**src/rtl/sidiv_pkg.sv**
```systemverilog
`timescale 1ns/1ps
package sidiv_pkg;
  typedef enum logic [1:0] {
    SZ_BYTE = 2'd0,
    SZ_HALF = 2'd1,
    SZ_WORD = 2'd2,
    SZ_DBL  = 2'd3
  } opsize_e;

  // operand width in bits for a size code
  function automatic int unsigned size_bits(input logic [1:0] code);
    return 32'd8 << code;
  endfunction
endpackage

```
**src/rtl/sidiv_entry.sv**
```systemverilog
`timescale 1ns/1ps
// Operand conditioning: width masking, sign extraction and magnitudes.
module sidiv_entry import sidiv_pkg::*; #(
  parameter int XLEN = 64
) (
  input  logic            is_signed,
  input  logic [1:0]      size,
  input  logic [XLEN-1:0] hi,
  input  logic [XLEN-1:0] lo,
  input  logic [XLEN-1:0] dv,
  output logic [XLEN-1:0] hi_mag,
  output logic [XLEN-1:0] lo_mag,
  output logic [XLEN-1:0] dv_mag,
  output logic [XLEN-1:0] mask,
  output logic            neg_dividend,
  output logic            neg_divisor
);
  localparam int CW = $clog2(XLEN) + 1;

  logic [CW-1:0]   nbits;
  logic [XLEN-1:0] sign_bit, hi_m, lo_m, dv_m, lo_neg, hi_neg, dv_neg;
  logic            borrow;

  assign nbits    = CW'(size_bits(size));
  assign mask     = ~({XLEN{1'b1}} << nbits);
  assign sign_bit = mask & ~(mask >> 1);

  assign hi_m = hi & mask;
  assign lo_m = lo & mask;
  assign dv_m = dv & mask;

  assign neg_dividend = is_signed & (|(hi_m & sign_bit));
  assign neg_divisor  = is_signed & (|(dv_m & sign_bit));

  // 2n-bit negate: low word first, its borrow then taken from the high word
  assign borrow = |lo_m;
  assign lo_neg = (~lo_m + 1'b1) & mask;
  assign hi_neg = (~hi_m + XLEN'(!borrow)) & mask;
  assign dv_neg = (~dv_m + 1'b1) & mask;

  assign hi_mag = neg_dividend ? hi_neg : hi_m;
  assign lo_mag = neg_dividend ? lo_neg : lo_m;
  assign dv_mag = neg_divisor  ? dv_neg : dv_m;
endmodule

```
**src/rtl/sidiv_core.sv**
```systemverilog
`timescale 1ns/1ps
// Unsigned restoring shift-subtract engine, several bit-steps per cycle.
module sidiv_core import sidiv_pkg::*; #(
  parameter int XLEN         = 64,
  parameter int STEPS_WIDE   = 4,
  parameter int STEPS_NARROW = 2
) (
  input  logic            clk,
  input  logic            rst,
  input  logic            load,
  input  logic [1:0]      size,
  input  logic [XLEN-1:0] hi_mag,
  input  logic [XLEN-1:0] lo_mag,
  input  logic [XLEN-1:0] dv_mag,
  output logic [XLEN-1:0] q_mag,
  output logic [XLEN-1:0] r_mag,
  output logic            finish
);
  localparam int CW = $clog2(XLEN) + 1;

  logic [XLEN-1:0] rem_q, acc_q, dv_q;
  logic [CW-1:0]   cnt_q, nbits, step_ct;
  logic            narrow_q, active_q, last;

  logic [STEPS_WIDE:0][XLEN-1:0] st_rem;
  logic [STEPS_WIDE:0][XLEN-1:0] st_acc;

  assign nbits  = CW'(size_bits(size));
  assign st_rem[0] = rem_q;
  assign st_acc[0] = acc_q;

  generate
    for (genvar g = 0; g < STEPS_WIDE; g++) begin : g_step
      logic [XLEN:0]   shifted;
      logic [XLEN-1:0] diff;
      logic            fits;
      assign shifted = {st_rem[g], st_acc[g][XLEN-1]};
      assign fits    = shifted >= {1'b0, dv_q};
      assign diff    = shifted[XLEN-1:0] - dv_q;
      assign st_rem[g+1] = fits ? diff : shifted[XLEN-1:0];
      assign st_acc[g+1] = {st_acc[g][XLEN-2:0], fits};
    end
  endgenerate

  assign step_ct = narrow_q ? CW'(STEPS_NARROW) : CW'(STEPS_WIDE);
  assign last    = (cnt_q == step_ct);

  always_ff @(posedge clk) begin
    if (rst) begin
      rem_q    <= '0;
      acc_q    <= '0;
      dv_q     <= '0;
      cnt_q    <= '0;
      narrow_q <= 1'b0;
      active_q <= 1'b0;
      finish   <= 1'b0;
    end else begin
      finish <= 1'b0;
      if (load) begin
        rem_q    <= hi_mag;
        acc_q    <= lo_mag << (CW'(XLEN) - nbits);
        dv_q     <= dv_mag;
        cnt_q    <= nbits;
        narrow_q <= (opsize_e'(size) == SZ_BYTE);
        active_q <= 1'b1;
      end else if (active_q) begin
        rem_q <= narrow_q ? st_rem[STEPS_NARROW] : st_rem[STEPS_WIDE];
        acc_q <= narrow_q ? st_acc[STEPS_NARROW] : st_acc[STEPS_WIDE];
        cnt_q <= cnt_q - step_ct;
        if (last) begin
          active_q <= 1'b0;
          finish   <= 1'b1;
        end
      end
    end
  end

  assign q_mag = acc_q;
  assign r_mag = rem_q;

  // partial remainder never reaches the divisor
  assert_rem_bound_R2: assert property (@(posedge clk) disable iff (rst)
    active_q |-> (rem_q < dv_q));
  // bits remain while iterating
  assert_cnt_live_R5: assert property (@(posedge clk) disable iff (rst)
    active_q |-> (cnt_q != '0));
endmodule

```
**src/rtl/sidiv_exit.sv**
```systemverilog
`timescale 1ns/1ps
// Sign application and signed range check on the unsigned results.
module sidiv_exit #(
  parameter int XLEN = 64
) (
  input  logic            is_signed,
  input  logic            neg_dividend,
  input  logic            neg_divisor,
  input  logic [XLEN-1:0] mask,
  input  logic [XLEN-1:0] q_mag,
  input  logic [XLEN-1:0] r_mag,
  output logic [XLEN-1:0] q_out,
  output logic [XLEN-1:0] r_out,
  output logic            range_ovf
);
  logic            flip_q;
  logic [XLEN-1:0] pos_lim;

  assign flip_q  = is_signed & (neg_dividend ^ neg_divisor);
  assign pos_lim = mask >> 1;
  assign q_out   = flip_q ? ((~q_mag + 1'b1) & mask) : q_mag;
  assign r_out   = (is_signed & neg_dividend) ? ((~r_mag + 1'b1) & mask) : r_mag;
  assign range_ovf = is_signed &
                     (flip_q ? (q_mag > pos_lim + 1'b1) : (q_mag > pos_lim));
endmodule

```
**src/rtl/signed_iter_divider.sv**
```systemverilog
`timescale 1ns/1ps
module signed_iter_divider import sidiv_pkg::*; #(
  parameter int XLEN         = 64,
  parameter int STEPS_WIDE   = 4,
  parameter int STEPS_NARROW = 2
) (
  input  logic            clk,
  input  logic            rst,
  input  logic            start,
  input  logic            is_signed,
  input  logic [1:0]      size_sel,
  input  logic [XLEN-1:0] dividend_hi,
  input  logic [XLEN-1:0] dividend_lo,
  input  logic [XLEN-1:0] divisor,
  output logic            busy,
  output logic            done,
  output logic [XLEN-1:0] quotient,
  output logic [XLEN-1:0] remainder,
  output logic            div_zero,
  output logic            overflow
);
  logic [XLEN-1:0] hi_mag, lo_mag, dv_mag, mask;
  logic            sa, sb;
  logic            accept, early_dz, early_ov, core_load, core_finish;
  logic [XLEN-1:0] q_mag, r_mag, fix_q, fix_r;
  logic            fix_ov;
  logic            sgn_q, sa_q, sb_q;
  logic [XLEN-1:0] mask_q;

  sidiv_entry #(.XLEN(XLEN)) u_entry (
    .is_signed(is_signed), .size(size_sel),
    .hi(dividend_hi), .lo(dividend_lo), .dv(divisor),
    .hi_mag(hi_mag), .lo_mag(lo_mag), .dv_mag(dv_mag), .mask(mask),
    .neg_dividend(sa), .neg_divisor(sb)
  );

  assign accept    = start & ~busy;
  assign early_dz  = (dv_mag == '0);
  assign early_ov  = ~early_dz & (hi_mag >= dv_mag);
  assign core_load = accept & ~early_dz & ~early_ov;

  sidiv_core #(.XLEN(XLEN), .STEPS_WIDE(STEPS_WIDE), .STEPS_NARROW(STEPS_NARROW)) u_core (
    .clk(clk), .rst(rst), .load(core_load), .size(size_sel),
    .hi_mag(hi_mag), .lo_mag(lo_mag), .dv_mag(dv_mag),
    .q_mag(q_mag), .r_mag(r_mag), .finish(core_finish)
  );

  sidiv_exit #(.XLEN(XLEN)) u_exit (
    .is_signed(sgn_q), .neg_dividend(sa_q), .neg_divisor(sb_q), .mask(mask_q),
    .q_mag(q_mag), .r_mag(r_mag),
    .q_out(fix_q), .r_out(fix_r), .range_ovf(fix_ov)
  );

  always_ff @(posedge clk) begin
    if (rst) begin
      busy      <= 1'b0;
      done      <= 1'b0;
      quotient  <= '0;
      remainder <= '0;
      div_zero  <= 1'b0;
      overflow  <= 1'b0;
      sgn_q     <= 1'b0;
      sa_q      <= 1'b0;
      sb_q      <= 1'b0;
      mask_q    <= '0;
    end else begin
      done <= 1'b0;
      if (accept) begin
        div_zero  <= early_dz;
        overflow  <= early_ov;
        quotient  <= '0;
        remainder <= '0;
        sgn_q     <= is_signed;
        sa_q      <= sa;
        sb_q      <= sb;
        mask_q    <= mask;
        if (early_dz || early_ov) done <= 1'b1;
        else                      busy <= 1'b1;
      end else if (core_finish) begin
        busy      <= 1'b0;
        done      <= 1'b1;
        quotient  <= fix_q;
        remainder <= fix_r;
        overflow  <= fix_ov;
      end
    end
  end

  assert_busy_done_excl_R9: assert property (@(posedge clk) disable iff (rst)
    !(busy && done));
  assert_busy_from_start_R9: assert property (@(posedge clk) disable iff (rst)
    $rose(busy) |-> $past(start));
  assert_done_cause_R5: assert property (@(posedge clk) disable iff (rst)
    done |-> ($past(start) || $past(busy)));
  assert_flags_excl_R6: assert property (@(posedge clk) disable iff (rst)
    !(div_zero && overflow));
  assert_rem_sign_R3: assert property (@(posedge clk) disable iff (rst)
    (done && sgn_q && !overflow && !div_zero && (remainder != '0))
      |-> (((remainder & ~(mask_q >> 1)) != '0) == sa_q));
endmodule

```
**config.mk**
```make
export PLATFORM = sky130hd
export DESIGN_NAME = signed_iter_divider
export DESIGN_NICKNAME = d
export VERILOG_FILES = /design/src/rtl/sidiv_pkg.sv /design/src/rtl/sidiv_entry.sv /design/src/rtl/sidiv_core.sv /design/src/rtl/sidiv_exit.sv /design/src/rtl/signed_iter_divider.sv
export SDC_FILE = /design/constraint.sdc
export NUM_CORES = 2
export LEC_CHECK = 0
export BUFFER_PORTS_ARGS = -buffer_cell sky130_fd_sc_hd__buf_4
export CORE_ASPECT_RATIO = 2
export CORE_MARGIN = 2
export CORE_UTILIZATION = 64
export CTS_BUF_LIST = sky130_fd_sc_hd__clkbuf_2 sky130_fd_sc_hd__clkbuf_4 sky130_fd_sc_hd__clkbuf_8
export DETAILED_ROUTE_END_ITERATION = 10
export PLACE_DENSITY = 0.85
export SLEW_MARGIN = 25
export SYNTH_ARGS = -nofsm -noshare
export SYNTH_HDL_FRONTEND = slang
export SYNTH_SLANG_ARGS = --single-unit
```
**constraint.sdc**
```tcl
create_clock -name clk -period 17.8 [get_ports clk]
set_clock_uncertainty 0.05 [all_clocks]
set_input_delay 1.78 -clock clk [delete_from_list [all_inputs] [get_ports clk]]
set_output_delay 1.78 -clock clk [all_outputs]
set_load 0.01 [all_outputs]
```
==> results of run 1 <==
layer usage:
| metal | GRT usage | GRT overflow |
|---|---|---|
| met5 | 0.188 | 6 |
| met4 | 0.923 | 542 |
| met3 | 0.618 | 20 |
| met2 | 1.07 | 1667 |
| met1 | 0.773 | 18 |
synthesized netlist by cell type (16+ instances only):
cell                        number
sky130_fd_sc_hd__nor2_1        762
sky130_fd_sc_hd__a21oi_1       740
sky130_fd_sc_hd__nand2_1       498
sky130_fd_sc_hd__ha_1          453
sky130_fd_sc_hd__o21ai_0       377
sky130_fd_sc_hd__clkbuf_1      358
sky130_fd_sc_hd__dfxtp_1       342
sky130_fd_sc_hd__xnor2_1       277
sky130_fd_sc_hd__inv_1         232
sky130_fd_sc_hd__nor3_1        210
sky130_fd_sc_hd__a21o_1        207
sky130_fd_sc_hd__xor2_1        182
sky130_fd_sc_hd__a211oi_1      153
sky130_fd_sc_hd__nand3_1       135
sky130_fd_sc_hd__nor2b_1       133
sky130_fd_sc_hd__mux2_2        129
sky130_fd_sc_hd__nand4_1       124
sky130_fd_sc_hd__mux2i_1        98
sky130_fd_sc_hd__nand2b_1       82
sky130_fd_sc_hd__a31oi_1        77
sky130_fd_sc_hd__o31ai_1        74
sky130_fd_sc_hd__o211ai_1       70
sky130_fd_sc_hd__nor4_1         67
sky130_fd_sc_hd__or3_1          67
sky130_fd_sc_hd__o21a_1         58
sky130_fd_sc_hd__o21bai_1       56
sky130_fd_sc_hd__buf_2          42
sky130_fd_sc_hd__and3_1         39
sky130_fd_sc_hd__a221oi_1       35
sky130_fd_sc_hd__or2_2          35
sky130_fd_sc_hd__a22oi_1        34
sky130_fd_sc_hd__and2_1         32
sky130_fd_sc_hd__or4_1          30
sky130_fd_sc_hd__a222oi_1       28
sky130_fd_sc_hd__buf_1          23
sky130_fd_sc_hd__o2111ai_1      23
sky130_fd_sc_hd__o41ai_1        23
sky130_fd_sc_hd__a221o_1        19
sky130_fd_sc_hd__a41oi_1        17
sky130_fd_sc_hd__a211o_1        16
sky130_fd_sc_hd__nor3b_1        16
logic make-up after synthesis:
| family | count (synthesis) |
|---|---|
| AOI/OAI and AO/OA | 2197 |
| xor gates and xnor gates | 459 |
| buffers and inverters | 675 |
| DFF | 342 |
| adders and majority gates | 458 |
| muxes | 234 |
| and+or+nand+nor | 2267 |
metrics by stage:
stage | setup slack (ps) | instance area, um2
4_1_cts | 1090 | 51200
3_5_place_dp | 1180 | 49900
2_1_floorplan | 4260 | 46800
3_3_place_gp | 808 | 49900
==> impl_table.tex, run 1 <==
\begin{tabular}{lr}
\hline
Metric & Value \\
\hline
\multicolumn{2}{l}{\textbf{Status}} \\
\quad Run status & aborted with a tool error \\
\quad Terminating stage of the flow & global routing (5\_1\_grt) \\
\quad Tool error & [ERROR GRT-0116] Global routing finished with congestion. Check the congestion regions in the DRC Viewer. \\
\multicolumn{2}{l}{\textbf{Yosys}} \\
\quad Post-Synth Adder-Cell Area & 0.123 \\
\quad Mux share of post-synthesis cell area & 0.0551 \\
\quad Parity-gate share of the synthesized area counting xor and xnor cells & 0.0859 \\
\quad Cell taking the most area after synthesis & sky130\_fd\_sc\_hd\_\_dfxtp\_1 \\
\quad Share of flip-flops with an asynchronous set or reset & 0 \\
\quad Main combinational cell family by area after synthesis & compound AO/OA/AOI/OAI gates \\
\quad Count of yosys warnings during synthesis & 0 \\
\quad Share of synthesized area occupied by flip-flops and latches & 0.146 \\
\quad Cell Area, Synth & 46800 um2 \\
\quad Flops \& latches, synth & 342 \\
\quad Post-synth net total & approximately 7.3k \\
\quad Predominant post-synthesis flop cell & sky130\_fd\_sc\_hd\_\_dfxtp\_1 \\
\quad Share of the synthesized area in compound gates (AO/OA/AOI/OAI) & 0.303 \\
\quad Distinct cells, synth & just under 100 \\
\quad Share of the synthesized area in the top cell type & 0.146 \\
\quad Number of enable flip-flop cells after synthesis & 0 \\
\quad Leading post-synthesis cells by cell area & sky130\_fd\_sc\_hd\_\_dfxtp\_1 15\%, sky130\_fd\_sc\_hd\_\_ha\_1 12\%, sky130\_fd\_sc\_hd\_\_a21oi\_1 7.9\% \\
\quad Synthesized netlist cell count & 6632 \\
\quad Post-synthesis simple-gate area fraction & 0.230 \\
\quad Syn avg cell area & 7.06 um2 \\
\multicolumn{2}{l}{\textbf{Clock network}} \\
\quad Cell at the root of the clock tree & sky130\_fd\_sc\_hd\_\_clkbuf\_8 \\
\quad CTS sink cnt & 342 \\
\quad Count of H-tree levels built during CTS & 2 \\
\quad Buffers from clock root to sink, at most & 3 \\
\quad Post\_cts resized & 0 \\
\quad Cts hold-fix bufs & 0 \\
\quad CTS Buf Count & 53 \\
\quad Buffers inserted by post-CTS timing repair & 0 \\
\multicolumn{2}{l}{\textbf{Placement}} \\
\quad Quantity of I/O buffers inserted on ports & about 330 \\
\quad Cell total after placement & 7591 \\
\quad Global placement routability congestion & 1.26 \\
\quad Hpwl dp & 204000 um \\
\multicolumn{2}{l}{\textbf{Die}} \\
\quad Boundary pin count & 330 \\
\quad Row count & 140 \\
\quad Die boundary height & between 300 and 400 um \\
\quad Die Span X & 195 um \\
\quad Effective utilization at floorplan & 0.644 \\
\multicolumn{2}{l}{\textbf{Global routing}} \\
\quad GRT Resource Usage Total & 0.827 \\
\quad Total grt overflow & $\sim$2.3k \\
\quad Vias in the first global route & 64.7k \\
\quad Pin count of the biggest net entering global routing & 170 \\
\quad First-pass GRT wire length & around 500000 um \\
\hline
\end{tabular}
==> run 2, diff against run 1 <==
--- a/config.mk
+++ b/config.mk
@@ -6,12 +6,10 @@
 export NUM_CORES = 2
 export LEC_CHECK = 0
 export BUFFER_PORTS_ARGS = -buffer_cell sky130_fd_sc_hd__buf_4
-export CORE_ASPECT_RATIO = 2
 export CORE_MARGIN = 2
-export CORE_UTILIZATION = 64
-export CTS_BUF_LIST = sky130_fd_sc_hd__clkbuf_2 sky130_fd_sc_hd__clkbuf_4 sky130_fd_sc_hd__clkbuf_8
+export CORE_UTILIZATION = 40
 export DETAILED_ROUTE_END_ITERATION = 10
-export PLACE_DENSITY = 0.85
+export PLACE_DENSITY_LB_ADDON = 0.15
 export SLEW_MARGIN = 25
 export SYNTH_ARGS = -nofsm -noshare
 export SYNTH_HDL_FRONTEND = slang
==> impl_table.tex, run 2 <==
\begin{tabular}{lr}
\hline
Metric & Value \\
\hline
\multicolumn{2}{l}{\textbf{Status}} \\
\quad Run status & completed \\
\multicolumn{2}{l}{\textbf{Setup path}} \\
\quad Path depth of the worst reg2reg path & 50 \\
\quad Crit. End Element & register \\
\quad Critical path peak fanout & 37 \\
\quad Cell class contributing the biggest share of worst-path delay & compound AO/OA/AOI/OAI gates \\
\quad R2R Path Start & u\_core.r\_mag[6]\$\_SDFFE\_PP0N\_ \\
\quad Buffering stage count on the worst path with inverters included & 5 \\
\quad WS Path Type & register to register \\
\quad Data arrival time of the worst path & roughly 18000 ps \\
\quad Startpoint Class & register \\
\quad Req. time, crit path & $\sim$18000 ps \\
\quad Most common cell on crit path & sky130\_fd\_sc\_hd\_\_a21oi\_1 \\
\quad Crit path max-delay cell type & sky130\_fd\_sc\_hd\_\_a2111oi\_2 \\
\quad Worst-case register-to-register setup slack & between 600 and 700 ps \\
\quad Capture point of the worst reg-to-reg path & u\_core.r\_mag[60]\$\_SDFFE\_PP0N\_ \\
\quad Largest stage delay on the critical path & approximately 850 ps \\
\multicolumn{2}{l}{\textbf{Yosys}} \\
\quad Post-synth net total & 7288 \\
\quad Flops \& latches, synth & 342 \\
\quad Number of enable flip-flop cells after synthesis & 0 \\
\quad Main combinational cell family by area after synthesis & compound AO/OA/AOI/OAI gates \\
\quad Cell taking the most area after synthesis & sky130\_fd\_sc\_hd\_\_dfxtp\_1 \\
\quad Count of yosys warnings during synthesis & 0 \\
\quad Share of the synthesized area in the top cell type & 0.146 \\
\quad Share of flip-flops with an asynchronous set or reset & 0 \\
\quad Leading post-synthesis cells by cell area & sky130\_fd\_sc\_hd\_\_dfxtp\_1 15\%, sky130\_fd\_sc\_hd\_\_ha\_1 12\%, sky130\_fd\_sc\_hd\_\_a21oi\_1 7.9\% \\
\quad Dominant cell by count in the synthesized netlist & sky130\_fd\_sc\_hd\_\_nor2\_1 \\
\quad Synthesized netlist cell count & 6632 \\
\quad Post-Synth Adder-Cell Area & 0.123 \\
\quad Share of synthesized area occupied by flip-flops and latches & 0.146 \\
\quad Syn avg cell area & 7.06 um2 \\
\quad Predominant post-synthesis flop cell & sky130\_fd\_sc\_hd\_\_dfxtp\_1 \\
\quad Share of the synthesized area in compound gates (AO/OA/AOI/OAI) & 0.303 \\
\quad Mux share of post-synthesis cell area & 0.0551 \\
\quad Parity-gate share of the synthesized area counting xor and xnor cells & 0.0859 \\
\quad Leading cell types by count after synthesis & 762 x sky130\_fd\_sc\_hd\_\_nor2\_1, 740 x sky130\_fd\_sc\_hd\_\_a21oi\_1, 498 x sky130\_fd\_sc\_hd\_\_nand2\_1, 453 x sky130\_fd\_sc\_hd\_\_ha\_1, 377 x sky130\_fd\_sc\_hd\_\_o21ai\_0 \\
\quad Post-synthesis simple-gate area fraction & 0.230 \\
\quad Distinct cells, synth & a little under 100 \\
\quad Cell Area, Synth & 46800 um2 \\
\multicolumn{2}{l}{\textbf{STA}} \\
\quad Final Hold Vio Count & 0 \\
\quad Actual transition at the worst max-transition pin & about 1200 ps \\
\quad Count of final setup violators & 0 \\
\quad RSZ-0062 raised after global routing & false \\
\quad Minimum period implied by the final worst setup slack & 17160 ps \\
\quad Maximum clock frequency & 0.0583 GHz \\
\quad Max-Slew Margin vs Limit & 0.166 \\
\quad Number of pins with negative max-slew slack in the final report & 0 \\
\quad Tcrit/Tclk final & 0.964 \\
\quad Summed negative setup slack over all endpoints & 0 ps \\
\multicolumn{2}{l}{\textbf{Worst hold path}} \\
\quad Worst hold path cell count & 2 \\
\quad Worst-case hold path end point & u\_core.dv\_q[26]\$\_SDFFE\_PP0P\_ \\
\quad Beginning of the worst hold path & u\_core.dv\_q[26]\$\_SDFFE\_PP0P\_ \\
\quad Kind of path behind the tightest hold check & register to register \\
\multicolumn{2}{l}{\textbf{Layout}} \\
\quad Layout-stage area growth over the synthesis result & 12.3\% \\
\quad Sequential cell area & 6860 um2 \\
\quad Share of post-route cells with drive strength above 1 & 0.119 \\
\quad Most frequent standard cell in the layout excluding fill and tap cells & sky130\_fd\_sc\_hd\_\_nor2\_1 \\
\quad Multi-input gate area & 37500 um2 \\
\quad Final net count & 7398 \\
\quad Filler cell count in the final layout & 12.1k \\
\quad Commonest cells after routing, fill and taps aside & 757 x sky130\_fd\_sc\_hd\_\_nor2\_1, 738 x sky130\_fd\_sc\_hd\_\_a21oi\_1, 493 x sky130\_fd\_sc\_hd\_\_nand2\_1, 490 x sky130\_fd\_sc\_hd\_\_buf\_4, 453 x sky130\_fd\_sc\_hd\_\_ha\_1 \\
\multicolumn{2}{l}{\textbf{Placement}} \\
\quad Global placement routability congestion & between 1 and 1.5 \\
\quad Hpwl dp & 188000 um \\
\quad Quantity of I/O buffers inserted on ports & roughly 330 \\
\multicolumn{2}{l}{\textbf{Die}} \\
\quad Floorplan die area & 120000 um2 \\
\quad Die boundary height & 346 um \\
\quad Row count & 125 \\
\quad Die Span X & 346 um \\
\quad Boundary pin count & 330 \\
\quad Effective utilization at floorplan & 0.403 \\
\quad Core area & 116000 um2 \\
\multicolumn{2}{l}{\textbf{Drt}} \\
\quad Average wire per cell in the routed design & 28.1 um \\
\quad Via count & 53.4k \\
\quad Post-detailed-route via-to-cell ratio & $\sim$6.4 \\
\quad DRT antenna net count & 0 \\
\quad Count of unresolved DRC violations after routing & 0 \\
\quad Router iterations before antenna repair & 6 \\
\quad Initial drt markers & approximately 6.9k \\
\quad Post-Route WL & $\sim$230000 um \\
\multicolumn{2}{l}{\textbf{Flow run}} \\
\quad Max-capacitance violation count & 0 \\
\multicolumn{2}{l}{\textbf{Clock network}} \\
\quad Post-CTS clock slew at the launch and capture registers of the worst setup and hold paths & 60 ps \\
\quad CTS sink cnt & between 300 and 400 \\
\quad Count of H-tree levels built during CTS & 2 \\
\quad Buffers inserted by post-CTS timing repair & 0 \\
\quad Clock Latency Late Sink & 670 ps \\
\quad Cell at the root of the clock tree & sky130\_fd\_sc\_hd\_\_clkbuf\_16 \\
\quad TritonCTS clock tree & yes \\
\quad CTS Buf Count & 46 \\
\quad Buffers from clock root to sink, at most & 3 \\
\multicolumn{2}{l}{\textbf{Global routing}} \\
\quad Initial antenna violation count & 9 \\
\quad GRT Resource Usage Total & 0.372 \\
\quad First-pass GRT wire length & 337000 um \\
\quad Total grt overflow & 0 \\
\quad Pin count of the biggest net entering global routing & 120 \\
\quad Vias in the first global route & between 40k and 50k \\
\hline
\end{tabular}
==> run 2: worst max-delay path by stage <==
stage	from	to	slack (ps)	cells after the start
after CTS	u_core.dv_q[1]$_SDFFE_PP0P_	u_core.r_mag[18]$_SDFFE_PP0N_	1110	52
after detailed placement	u_core.dv_q[1]$_SDFFE_PP0P_	u_core.r_mag[61]$_SDFFE_PP0N_	1200	54
after floorplan	u_core.dv_q[1]$_SDFFE_PP0P_	u_core.r_mag[47]$_SDFFE_PP0N_	4260	60
after global routing	u_core.dv_q[1]$_SDFFE_PP0P_	u_core.r_mag[18]$_SDFFE_PP0N_	50	52
final	u_core.r_mag[6]$_SDFFE_PP0N_	u_core.r_mag[60]$_SDFFE_PP0N_	640	50
after global placement	u_core.dv_q[1]$_SDFFE_PP0P_	u_core.r_mag[18]$_SDFFE_PP0N_	690	52
==> run 2: layout make-up <==
class,instances,area share
tap,1524,0.0363
clock inverter,20,0.00559
antenna,4,0.000190
inverter,239,0.0171
clock buffer,63,0.0252
timing repair buffer,498,0.0727
sequential,342,0.130
multi-input combinational,5615,0.713
==> run 2: cell families after synthesis <==
family	after synthesis
adders and majority gates	458
muxes	234
xor gates and xnor gates	459
and+or+nand+nor	2267
buffers and inverters	675
AOI/OAI and AO/OA	2197
DFF	342
==> run 2: repair_timing <==
action	CTS	global route
endpoints found under the setup margin	0	1
hold endpoints to repair	0	0
hold buffers	0	0
resized for setup	0	1
==> run 2: worst reg2reg max path, delay by kind of cell (launching register included) <==
kind / cells / cell delay, ps
compound gates: 24 / 8040
simple gates: 14 / 4520
fa+ha+maj: 4 / 1590
buf+inv: 5 / 1120
mux: 2 / 860
flops: 1 / 760
xor+xnor: 1 / 80
==> run 2: per-layer routing <==
layer	vias to the layer above	wire length [um]	global-route usage
met2	2585	94600	0.538
met1	25800	105000	0.533
met3	349	22400	0.0696
met4	8	11400	0.159
met5	-	56	0
li1	24700	-	-
==> run 2: stage by stage <==
| step | area [um2] | util | worst slack, ps | hold slack [ps] | std cells |
|---|---|---|---|---|---|
| 3_3_place_gp | 50900 | 0.438 | 689 | 394 | 8218 |
| 4_1_cts | 52500 | 0.452 | 1110 | 406 | 8301 |
| 6_report | 52600 | 0.452 | 639 | 403 | 8305 |
| 5_1_grt | 52600 | 0.452 | 51.4 | 425 | 8301 |
| 2_1_floorplan | 46800 | - | 4260 | 386 | 6632 |
| 3_5_place_dp | 50900 | 0.438 | 1200 | 398 | 8218 |
Power of run 2 is left out: the tool's default activity adds up to more than one toggle a clock period on the data nets, which glitch-free logic cannot reach.
